File: src/rtl/tx_space_fifo.sv
module tx_space_fifo #(
  parameter int          DEPTH     = 64,
  parameter int          ADDR_W    = 5,
  parameter int unsigned FIFO_ADDR = 1
) (
  input  logic              clk,
  input  logic              rst_n,
  input  logic              bus_sel,
  input  logic              bus_rd,
  input  logic [ADDR_W-1:0] bus_addr,
  input  logic              fifo_stb,
  input  logic [7:0]        bus_wdata,
  input  logic              tx_en,
  input  logic [1:0]        wm_sel,
  input  logic              ovf_clr,
  output logic              out_valid,
  output logic [7:0]        out_data,
  input  logic              out_ready,
  output logic              xfer_req,
  output logic              ovf_flag
);

  localparam int PTR_W = (DEPTH > 1) ? $clog2(DEPTH) : 1;
  localparam int CNT_W = $clog2(DEPTH + 1);
  localparam int WM_LO = (DEPTH < 16) ? DEPTH : 16;
  localparam int WM_MID = (DEPTH < 32) ? DEPTH : 32;
  localparam int WM_HI = (DEPTH < 64) ? DEPTH : 64;

  logic [7:0]       mem [DEPTH];
  logic [PTR_W-1:0] wr_ptr, rd_ptr;
  logic [CNT_W-1:0] used, free, thr;
  logic             dec_wr, stb_wr, wr_req, full, empty, push, pop;

  assign dec_wr = bus_sel && !bus_rd && (bus_addr == FIFO_ADDR[ADDR_W-1:0]);
  assign stb_wr = fifo_stb && !bus_rd;
  assign wr_req = dec_wr || stb_wr;

  assign empty = (used == '0);
  assign full  = (used == CNT_W'(DEPTH));
  assign push  = wr_req && !full;
  assign pop   = !empty && out_ready;
  assign free  = CNT_W'(DEPTH) - used;

  always_comb begin
    case (wm_sel)
      2'b00:   thr = CNT_W'(WM_LO);
      2'b01:   thr = CNT_W'(WM_MID);
      default: thr = CNT_W'(WM_HI);
    endcase
  end

  assign xfer_req  = tx_en && (empty || (free >= thr));
  assign out_valid = !empty;
  assign out_data  = mem[rd_ptr];

  always_ff @(posedge clk) begin
    if (push) mem[wr_ptr] <= bus_wdata;
  end

  always_ff @(posedge clk) begin
    if (!rst_n) begin
      wr_ptr   <= '0;
      rd_ptr   <= '0;
      used     <= '0;
      ovf_flag <= 1'b0;
    end else begin
      if (push) wr_ptr <= (wr_ptr == PTR_W'(DEPTH - 1)) ? '0 : wr_ptr + 1'b1;
      if (pop)  rd_ptr <= (rd_ptr == PTR_W'(DEPTH - 1)) ? '0 : rd_ptr + 1'b1;
      case ({push, pop})
        2'b10:   used <= used + 1'b1;
        2'b01:   used <= used - 1'b1;
        default: used <= used;
      endcase
      if (wr_req && full) ovf_flag <= 1'b1;
      else if (ovf_clr)   ovf_flag <= 1'b0;
    end
  end

endmodule


File: config.mk
export PLATFORM = sky130hd
export DESIGN_NAME = tx_space_fifo
export DESIGN_NICKNAME = d
export VERILOG_FILES = /design/src/rtl/tx_space_fifo.sv
export SDC_FILE = /design/constraint.sdc
export NUM_CORES = 1
export LEC_CHECK = 0
export BUFFER_PORTS_ARGS = -buffer_cell sky130_fd_sc_hd__buf_2
export CAP_MARGIN = 20
export CORE_MARGIN = 2
export CORE_UTILIZATION = 40
export CTS_CLUSTER_DIAMETER = 60
export DETAILED_ROUTE_END_ITERATION = 8
export PLACE_DENSITY = 0.62
export SLEW_MARGIN = 0
export SYNTH_ARGS = -nofsm -noshare
export SYNTH_HDL_FRONTEND = slang
export SYNTH_SLANG_ARGS = --single-unit
export TNS_END_PERCENT = 20
File: constraint.sdc
create_clock -name clk -period 3.8 [get_ports clk]
set_input_delay 0.57 -clock clk [delete_from_list [all_inputs] [get_ports clk]]
set_output_delay 0.57 -clock clk [all_outputs]
set_load 0.01 [all_outputs]
; After elaboration in Yosys (flattened, before gate mapping)
; Memories as Yosys holds them, arrays and structs flattened. A register that Yosys moved wholly into a read port is not among the register bits.
; Index checks and enable logic that the tools add are counted.
[op_classes]
addsub = 5
mul = 0
n_div = 0
magnitude_cmp = 1
eq_ne = 7
shift = 0
muxes = 10
n_bitwise = 0
n_reduce_logical = 16
[op_table]
columns = op, n
row1 = $pmux 7 s2, 2
row2 = $mux 6, 4
row3 = $add 6x1->6 const B, 2
row4 = $eq 6x6->1 const B, 2
row5 = $add 7x1->7 const B, 1
row6 = $eq 7x7->1 const B, 1
row7 = $ge 7x7->1, 1
row8 = $logic_and 1x1->1, 7
row9 = $logic_not 7->1, 1
row10 = $sub 7x1->7 const B, 1
row11 = $sub 7x7->7 const A, 1
row12 = $eq 5x1->1 const B, 1
row13 = $eq 2x1->1 const B, 2
row14 = $mux 1, 4
row15 = $reduce_bool 2->1, 2
row16 = $logic_not 1->1, 3
row17 = $eq 2x2->1 const B, 1
row18 = $logic_not 2->1, 1
row19 = $logic_or 1x1->1, 2
[word_totals]
ff_bits = 20
latchBits = 0
ramBits = 512
mem_bits_ro = 0
output_inout_bits = 11
word_cells = 44
mem_count = 1
[memory_table]
columns = memory, words, width, rd, rd_ports_with_merged_regs, wr, line
row1 = mem, 64, 8, 1, 1, 1, 29  ; logic [7:0] mem [DEPTH];

; Longest topological paths before layout
; Gate-level depths: netlist (run 1).
[depth]
ltp_word = 7
ltp_mapped = 14
depth_no_buf = 12

; Worst setup path before layout (run 1)
; No wires, ideal clock.
[synth_timing]
kind = input to register
from = input port bus_addr[1]
to = register used[6]
setup_time_ps = 115
arrival_ps = 3209
t_required_ps = 3685
slack_ps = 476
stages = 13
path_cell_list = nor4b_2 > a31oi_2 > nor3_1 > inv_1 > ha_1 > clkbuf_1 > xor2_1 > ha_1 > a21boi_0 > o22a_1 > a311oi_1 > xor2_1 > and2_1
[synth_via]
elab_chain_cells = 6
[synth_rtl]
columns = item, line
row1 = start: declaration, 10  ; input logic [ADDR_W-1:0] bus_addr,
row2 = $eq 5x1->1 (*), 34  ; assign dec_wr = bus_sel && !bus_rd && (bus_addr == FIFO_ADDR[ADDR_W-1:0]);
row3 = $logic_and 1x1->1 (*), 34
row4 = $logic_or 1x1->1 (*), 36  ; assign wr_req = dec_wr || stb_wr;
row5 = $logic_and 1x1->1 (*), 40  ; assign push = wr_req && !full;
row6 = $eq 2x1->1 or $eq 2x2->1 (tied branches), 69  ; case ({push, pop})
row7 = $pmux 7 s2 or $reduce_bool 2->1 (tied branches), n/a
row8 = end signal: assignment, 70  ; 2'b10: used <= used + 1'b1;
row9 = end signal: assignment, 71  ; 2'b01: used <= used - 1'b1;
row10 = end signal: assignment, 72  ; default: used <= used;
row11 = end: declaration, 31  ; logic [CNT_W-1:0] used, free, thr;
; Every way passes the cells marked *; elsewhere a longest branch is shown, timed or not.
; A chain may end at the register's enable or synchronous reset.

==> flow_summary_export.csv, run 1 <==
group,metric,value,unit
run_status,status,"completed",
global_routing,vias_in_the_first_global_route,11300,
routing,vias_per_cell,5.59,
worst_setup_path,worst_r2r_startpoint,"used[1]",
sta,rsz0062_at_grt,"no",
pwr,power.leakage,7.80,nW
pwr,power.internal,0.0105,W
pwr,power.share.combinational,15.7,%
worst_setup_path,critical_path_required,3230,ps
pwr,power.density,564,nW/µm²
floorplan,pin_count,34,
logic_synthesis,yosysUniqueCellTypes,63,
worst_setup_path,crit_chain,"buf_12 -> mux4_2 -> a22oi_1 -> o41ai_1 -> a21oi_1 -> o21ai_1 -> buf_2",
floorplan,initial_utilization,40.6,%
pwr,total_switching_power,0.00345,W
worst_setup_path,reg2reg_slack,380,ps
placement,place.gp.congestion,0.828,
final_layout,num-fill-cells,4412,
routing,drt_pass1_iterations,6,
sta,post-route-worst-setup-slack,133,ps
worst_setup_path,cp_capture_type,"output port",
final_layout,num-nets-final,1277,
clock_tree,clock_latency,630,ps
logic_synthesis,synth-seq-area-share,74.3,%
global_routing,grt_util_met2,27.2,%
final_layout,multi_input_area,5130,µm²
global_routing,globalRouteTotalUtil,17.8,%
logic_synthesis,synthDominantCellAreaShare,71.8,%
logic_synthesis,netlist.top_cell.by_area,"edfxtp_1",
placement,detailed_place_hpwl,31.1,mm
logic_synthesis,synth_cells,1110,
worst_setup_path,path_max_fanout,35,
clock_tree,postCtsHoldBufs,0,
final_layout,areaGrowthSynthToFinish,15.4,%
global_routing,grt_first_pass_wirelength,73.4,mm
sta,setup_tns,0,ps
logic_synthesis,ys_ff_latch,538,
global_routing,initial_antenna_violation_count,1,
sta,fmax,273,MHz
routing,average_routed_wire_per_standard_cell,24.6,µm
placement,place.port_buffers,33,
routing,wl,48.6,mm
sta,max-slew-margin-rel,34.7,%
sta,setup-violations-final,0,
sta,final_max_slew_viol_count,0,
final_layout,mostFrequentLayoutCells,"512 x edfxtp_1, 121 x mux4_2, 101 x buf_4",
clock_tree,clk_path_buf_depth,3,
routing,detailedRoute.firstIterationViolations,1040,
clock_tree,clock_tree.htree_level_count,2,
worst_setup_path,path_class,"register to output port",
clock_tree,tritoncts,"built",
logic_synthesis,synth_enable_flop_cells,512,
placement,pre_cts_slack,126,ps
logic_synthesis,yosys_most_used_dff,"edfxtp_1",
logic_synthesis,syn-cell-area,21400,µm²
sta,layout_worst_path_cycle_share,96.5,%
logic_synthesis,asyncSetResetFlopFracSynth,0,%
global_routing,grt_max_degree,65,
floorplan,die_y,235,µm
global_routing,global_route.overflow_total,0,
worst_setup_path,reg2regPathDepth,10,
logic_synthesis,syn_area_per_cell,19.3,µm²
final_layout,layout.cells.most_common,"edfxtp_1",
logic_synthesis,synth_top_cells_by_area,"edfxtp_1 72%, mux4_2 13%, dfxtp_1 2.4%",
sta,final.min_clock_period,3670,ps
floorplan,design.die.area,55400,µm²
clock_tree,cts_buffers,54,
clock_tree,cts.sinks,538,
routing,drc_errors,0,
final_layout,fraction_of_final_layout_cells_sized_beyond_drive_strength_1,27.8,%
worst_setup_path,maximum_single_stage_delay_on_the_critical_path,750,ps
worst_setup_path,crit_slowest_cell,"dfxtp_4",
job,maxCapViolCount,0,
logic_synthesis,postSynthNetCount,1141,
routing,final_antenna_net_count,0,
floorplan,coreArea,52800,µm²
floorplan,die_w,235,µm
worst_setup_path,arr_time_crit_path,3100,ps
global_routing,grt_util_met1,25.9,%
final_layout,diodes,0,
logic_synthesis,yosys_warnings,0,
worst_setup_path,r2r-end,"used[6]",
global_routing,globalRoute.busiestLayer,"met2",
pwr,power,0.0139,W
clock_tree,clkTransAtPathRegs,60,ps
sta,final.setup_skew,40.1,ps
pwr,worst_ir_drop_vdd,432,µV
final_layout,regArea,15900,µm²
global_routing,global_route.usage.met3,3.67,%
worst_setup_path,worst_setup_path_endpoint,"out_data[7]",
sta,pin_slew_with_the_least_headroom_to_its_limit,979,ps
pwr,power.share.switching,24.7,%
sta,final.hold.worst_slack,280,ps
pwr,power.sequential.fraction,47.9,%
routing,route.vias.total,11000,
sta,final_hold_viol_count,0,
floorplan,placement_rows,84,
min_path,worstHoldPathType,"input port to register",
worst_setup_path,critical_path.startpoint_type,"register",
clock_tree,clk_root_buffer_cell,"clkbuf_16",
pwr,clkPwrFrac,36.3,%
[cell usage after synthesis (all sizes together), types with 7 or more instances]
cell type / count
edfxtp: 512
nor2b: 24
ha: 8
a21oi: 15
o21ai: 21
nand3: 11
buf: 42
mux4: 121
a211oi: 8
nor3: 8
o22ai: 16
dfxtp: 26
inv: 7
nor2: 79
mux2i: 20
and2: 8
nand2: 34
clkbuf: 21
a31oi: 8
a22oi: 9
or3: 12
nand2b: 9
mux2: 7
[state kept, by name, indices dropped and copies added (netlist names), named ones only]
register  cells
mem         512
used          7
rd_ptr        6
wr_ptr        6
ovf_flag      1
[worst max-delay path, delay by kind of cell, from the launching register on]
kind	cells	cell delay [ps]
AOI/OAI and AO/OA	4	930
DFF	1	750
buffers and inverters	2	460
muxes	1	330
[cell families (layout without fill, tap and decap cells)]
family	after synthesis	count (layout)	share of synthesized area, %
buffers and inverters	70	246	1.77
and+or+nand+nor	215	215	5.13
adders and majority gates	8	8	0.468
xor gates and xnor gates	12	12	0.491
muxes	148	148	14.0
AOI/OAI and AO/OA	119	119	3.86
DFF	538	538	74.3
[area by class of cell]
type	count	share of cell area [%]
flip-flops and latches	538	64.4
multi-input cells	502	20.8
clock buffers	70	5.79
repair buffers	143	4.46
well taps	688	3.48
clock inverters	26	0.978
inverters	7	0.106
[worst min path at each step]
stage / start / end / slack (ps) / cells past startpoint
5_1_grt: ovf_clr / ovf_flag / 270 / 3
4_1_cts: ovf_clr / ovf_flag / 260 / 3
6_report: ovf_clr / ovf_flag / 280 / 3
3_3_place_gp: used[5] / used[5] / 540 / 2
3_5_place_dp: used[5] / used[5] / 550 / 2
2_1_floorplan: used[5] / used[5] / 480 / 2
[per-layer routing]
layer	vias up	part of all wire, %
met4	2	2.5
met1	5785	45
met2	363	46
met5	-	0.037
li1	4811	-
met3	75	6.7
[what timing repair did]
action / in CTS / in global routing
resized for setup: 5 / 3
endpoints found under the setup margin: 5 / 8
setup buffers: 1 / 6
[power by group through the flow]
stage | Combinational (W) | Sequential [W] | Clock, W
2_1_floorplan | 0.00159 | 0.00670 | 0
3_3_place_gp | 0.00209 | 0.00682 | 0
3_5_place_dp | 0.00212 | 0.00683 | 0
4_1_cts | 0.00217 | 0.00669 | 0.00516
5_1_grt | 0.00239 | 0.00669 | 0.00540
6_report | 0.00219 | 0.00668 | 0.00506
[stage by stage]
| step | area [µm²] | util (%) | std cells |
|---|---|---|---|
| after floorplan | 21400 | - | 1110 |
| after global placement | 22900 | 43.4 | 1870 |
| after detailed placement | 22900 | 43.4 | 1870 |
| after CTS | 24600 | 46.7 | 1967 |
| after global routing | 24700 | 46.8 | 1974 |
| final | 24700 | 46.8 | 1974 |
No activity file was read; power rests on OpenSTA's default activity.
==> run 2: changes to the inputs <==
--- a/config.mk
+++ b/config.mk
@@ -9,6 +9,7 @@
 export CAP_MARGIN = 20
 export CORE_MARGIN = 2
 export CORE_UTILIZATION = 40
+export CTS_BUF_LIST = sky130_fd_sc_hd__clkbuf_2
 export CTS_CLUSTER_DIAMETER = 60
 export DETAILED_ROUTE_END_ITERATION = 8
 export PLACE_DENSITY = 0.62
==> flow_summary_export.csv, run 2 (synthesis gave the netlist of run 1 again) <==
group,metric,value,unit
routing,average_routed_wire_per_standard_cell,23.5,µm
worst_setup_path,path_class,"register to output port",
worst_setup_path,reg2regPathDepth,10,
routing,wl,50.6,mm
placement,place.gp.congestion,0.828,
sta,final.setup_skew,91.2,ps
floorplan,coreArea,52800,µm²
min_path,hold_start,"bus_wdata[5]",
floorplan,design.die.area,55400,µm²
final_layout,layout_top_registers,"mem x512, used x7",
pwr,power.leakage,8.26,nW
min_path,worstHoldPathCells,2,
final_layout,mostFrequentLayoutCells,"512 x edfxtp_1, 189 x clkbuf_2, 121 x mux4_2",
final_layout,stdcell_area,25100,µm²
sta,pin_slew_with_the_least_headroom_to_its_limit,973,ps
routing,drt_pass1_iterations,5,
floorplan,die_w,235,µm
clock_tree,clk_path_buf_depth,3,
final_layout,layout.cells.most_common,"edfxtp_1",
clock_tree,tritoncts,"built",
placement,detailed_place_hpwl,31.1,mm
clock_tree,clock_tree.htree_level_count,4,
sta,final_max_slew_viol_count,0,
worst_setup_path,arr_time_crit_path,3500,ps
routing,final_antenna_net_count,0,
final_layout,fraction_of_final_layout_cells_sized_beyond_drive_strength_1,39.2,%
routing,detailedRoute.firstIterationViolations,1033,
worst_setup_path,critical_path_required,3230,ps
global_routing,vias_in_the_first_global_route,12200,
job,maxCapViolCount,0,
final_layout,areaGrowthSynthToFinish,17.4,%
placement,place.port_buffers,33,
placement,placedInstanceArea,22900,µm²
min_path,whs_endpoint,"mem[36][5]",
worst_setup_path,path_max_fanout,7,
floorplan,die_y,235,µm
routing,route.vias.total,11700,
run_status,status,"finished, violations left",
worst_setup_path,critical_path.startpoint_type,"register",
sta,setup-violations-final,8,
clock_tree,cts.sinks,538,
sta,post-route-worst-setup-slack,-273,ps
sta,max-slew-margin-rel,35.1,%
sta,final.hold.worst_slack,184,ps
final_layout,num-nets-final,1404,
pwr,worst_ir_drop_vdd,468,µV
run_status,violations,"negative setup slack",
global_routing,initial_antenna_violation_count,5,
global_routing,grt_max_degree,65,
floorplan,pin_count,34,
clock_tree,clkTransAtPathRegs,100,ps
pwr,power.density,519,nW/µm²
global_routing,global_route.overflow_total,0,
placement,pre_cts_slack,126,ps
worst_setup_path,r2r-end,"used[6]",
final_layout,num-fill-cells,4527,
clock_tree,clock_latency,1280,ps
global_routing,grt_first_pass_wirelength,76.1,mm
min_path,worstHoldPathType,"input port to register",
worst_setup_path,cp_capture_type,"output port",
sta,fmax,245,MHz
clock_tree,clk_root_buffer_cell,"clkbuf_2",
worst_setup_path,reg2reg_slack,450,ps
sta,final.min_clock_period,4070,ps
sta,rsz0062_at_grt,"yes",
sta,layout_worst_path_cycle_share,107,%
routing,vias_per_cell,5.41,
worst_setup_path,worst_r2r_startpoint,"used[1]",
sta,final_hold_viol_count,0,
floorplan,placement_rows,84,
routing,drc_errors,0,
floorplan,initial_utilization,40.6,%
final_layout,largest_register_ff_count,512,
final_layout,largest-register,"mem",
global_routing,globalRouteTotalUtil,18.8,%
clock_tree,cts_buffers,135,
[run 2: layer usage]
layer | GRT usage [%] | vias to the layer above | share of wire (%)
met1 | 25.6 | 5995 | 43
li1 | - | 5152 | -
met5 | 0 | - | 0.024
met2 | 28.2 | 461 | 47
met3 | 6.16 | 67 | 8.6
met4 | 7.45 | 2 | 2.0
[run 2: timing repair]
action,in CTS,in global routing
setup buffers,22,13
setup endpoints to repair,9,9
resized for setup,76,25
pin swaps,7,3
hold buffers,17,0
gates cloned,2,0
endpoints found under the hold margin,347,0
[run 2: where the power goes]
part           switching [W]  internal, W  leakage [nW]
combinational        0.00125      0.00131          2.53
sequential          0.000109      0.00654          4.82
clock                0.00229      0.00155         0.907
total                0.00364      0.00940          8.26
[run 2: worst max-delay path: stages (launching register included)]
cell and delay (ps):
dfxtp_4 480, buf_6 150, mux4_2 500, or3_4 350
o21ai_4 100, nor4_1 90, buf_4 190, a211o_1 270
buf_6 140
[run 2: cell type report]
cell class              instances  area [µm²]  share of cell area, %
clock inverters                41         263                   1.05
well taps                     688         861                   3.43
diodes                          3        7.51                 0.0299
flip-flops and latches        538       15900                   63.3
repair buffers                189        1690                   6.71
multi-input cells             502        5420                   21.6
clock buffers                 189         946                   3.76
inverters                       7        26.3                  0.105
[run 2: how the worst max path moves through the flow]
stage	cells past startpoint	endpoint	slack [ps]	startpoint
4_1_cts	8	out_data[3]	-480	register
6_report	8	out_data[4]	-270	register
5_1_grt	8	out_data[3]	-470	register
3_5_place_dp	7	mem[52][5]	130	bus_addr[1]
3_3_place_gp	7	mem[37][6]	190	bus_addr[1]
2_1_floorplan	13	used[6]	480	bus_addr[1]
[run 2: through the flow]
step	setup TNS [ps]	util, %	instances	total power, W
after floorplan	0	-	1110	0.00829
after global placement	0	43.4	1870	0.00892
after detailed placement	0	43.4	1870	0.00895
after CTS	-3570	47.1	2140	0.0131
after global routing	-3430	47.6	2156	0.0137
final	-1710	47.6	2157	0.0130
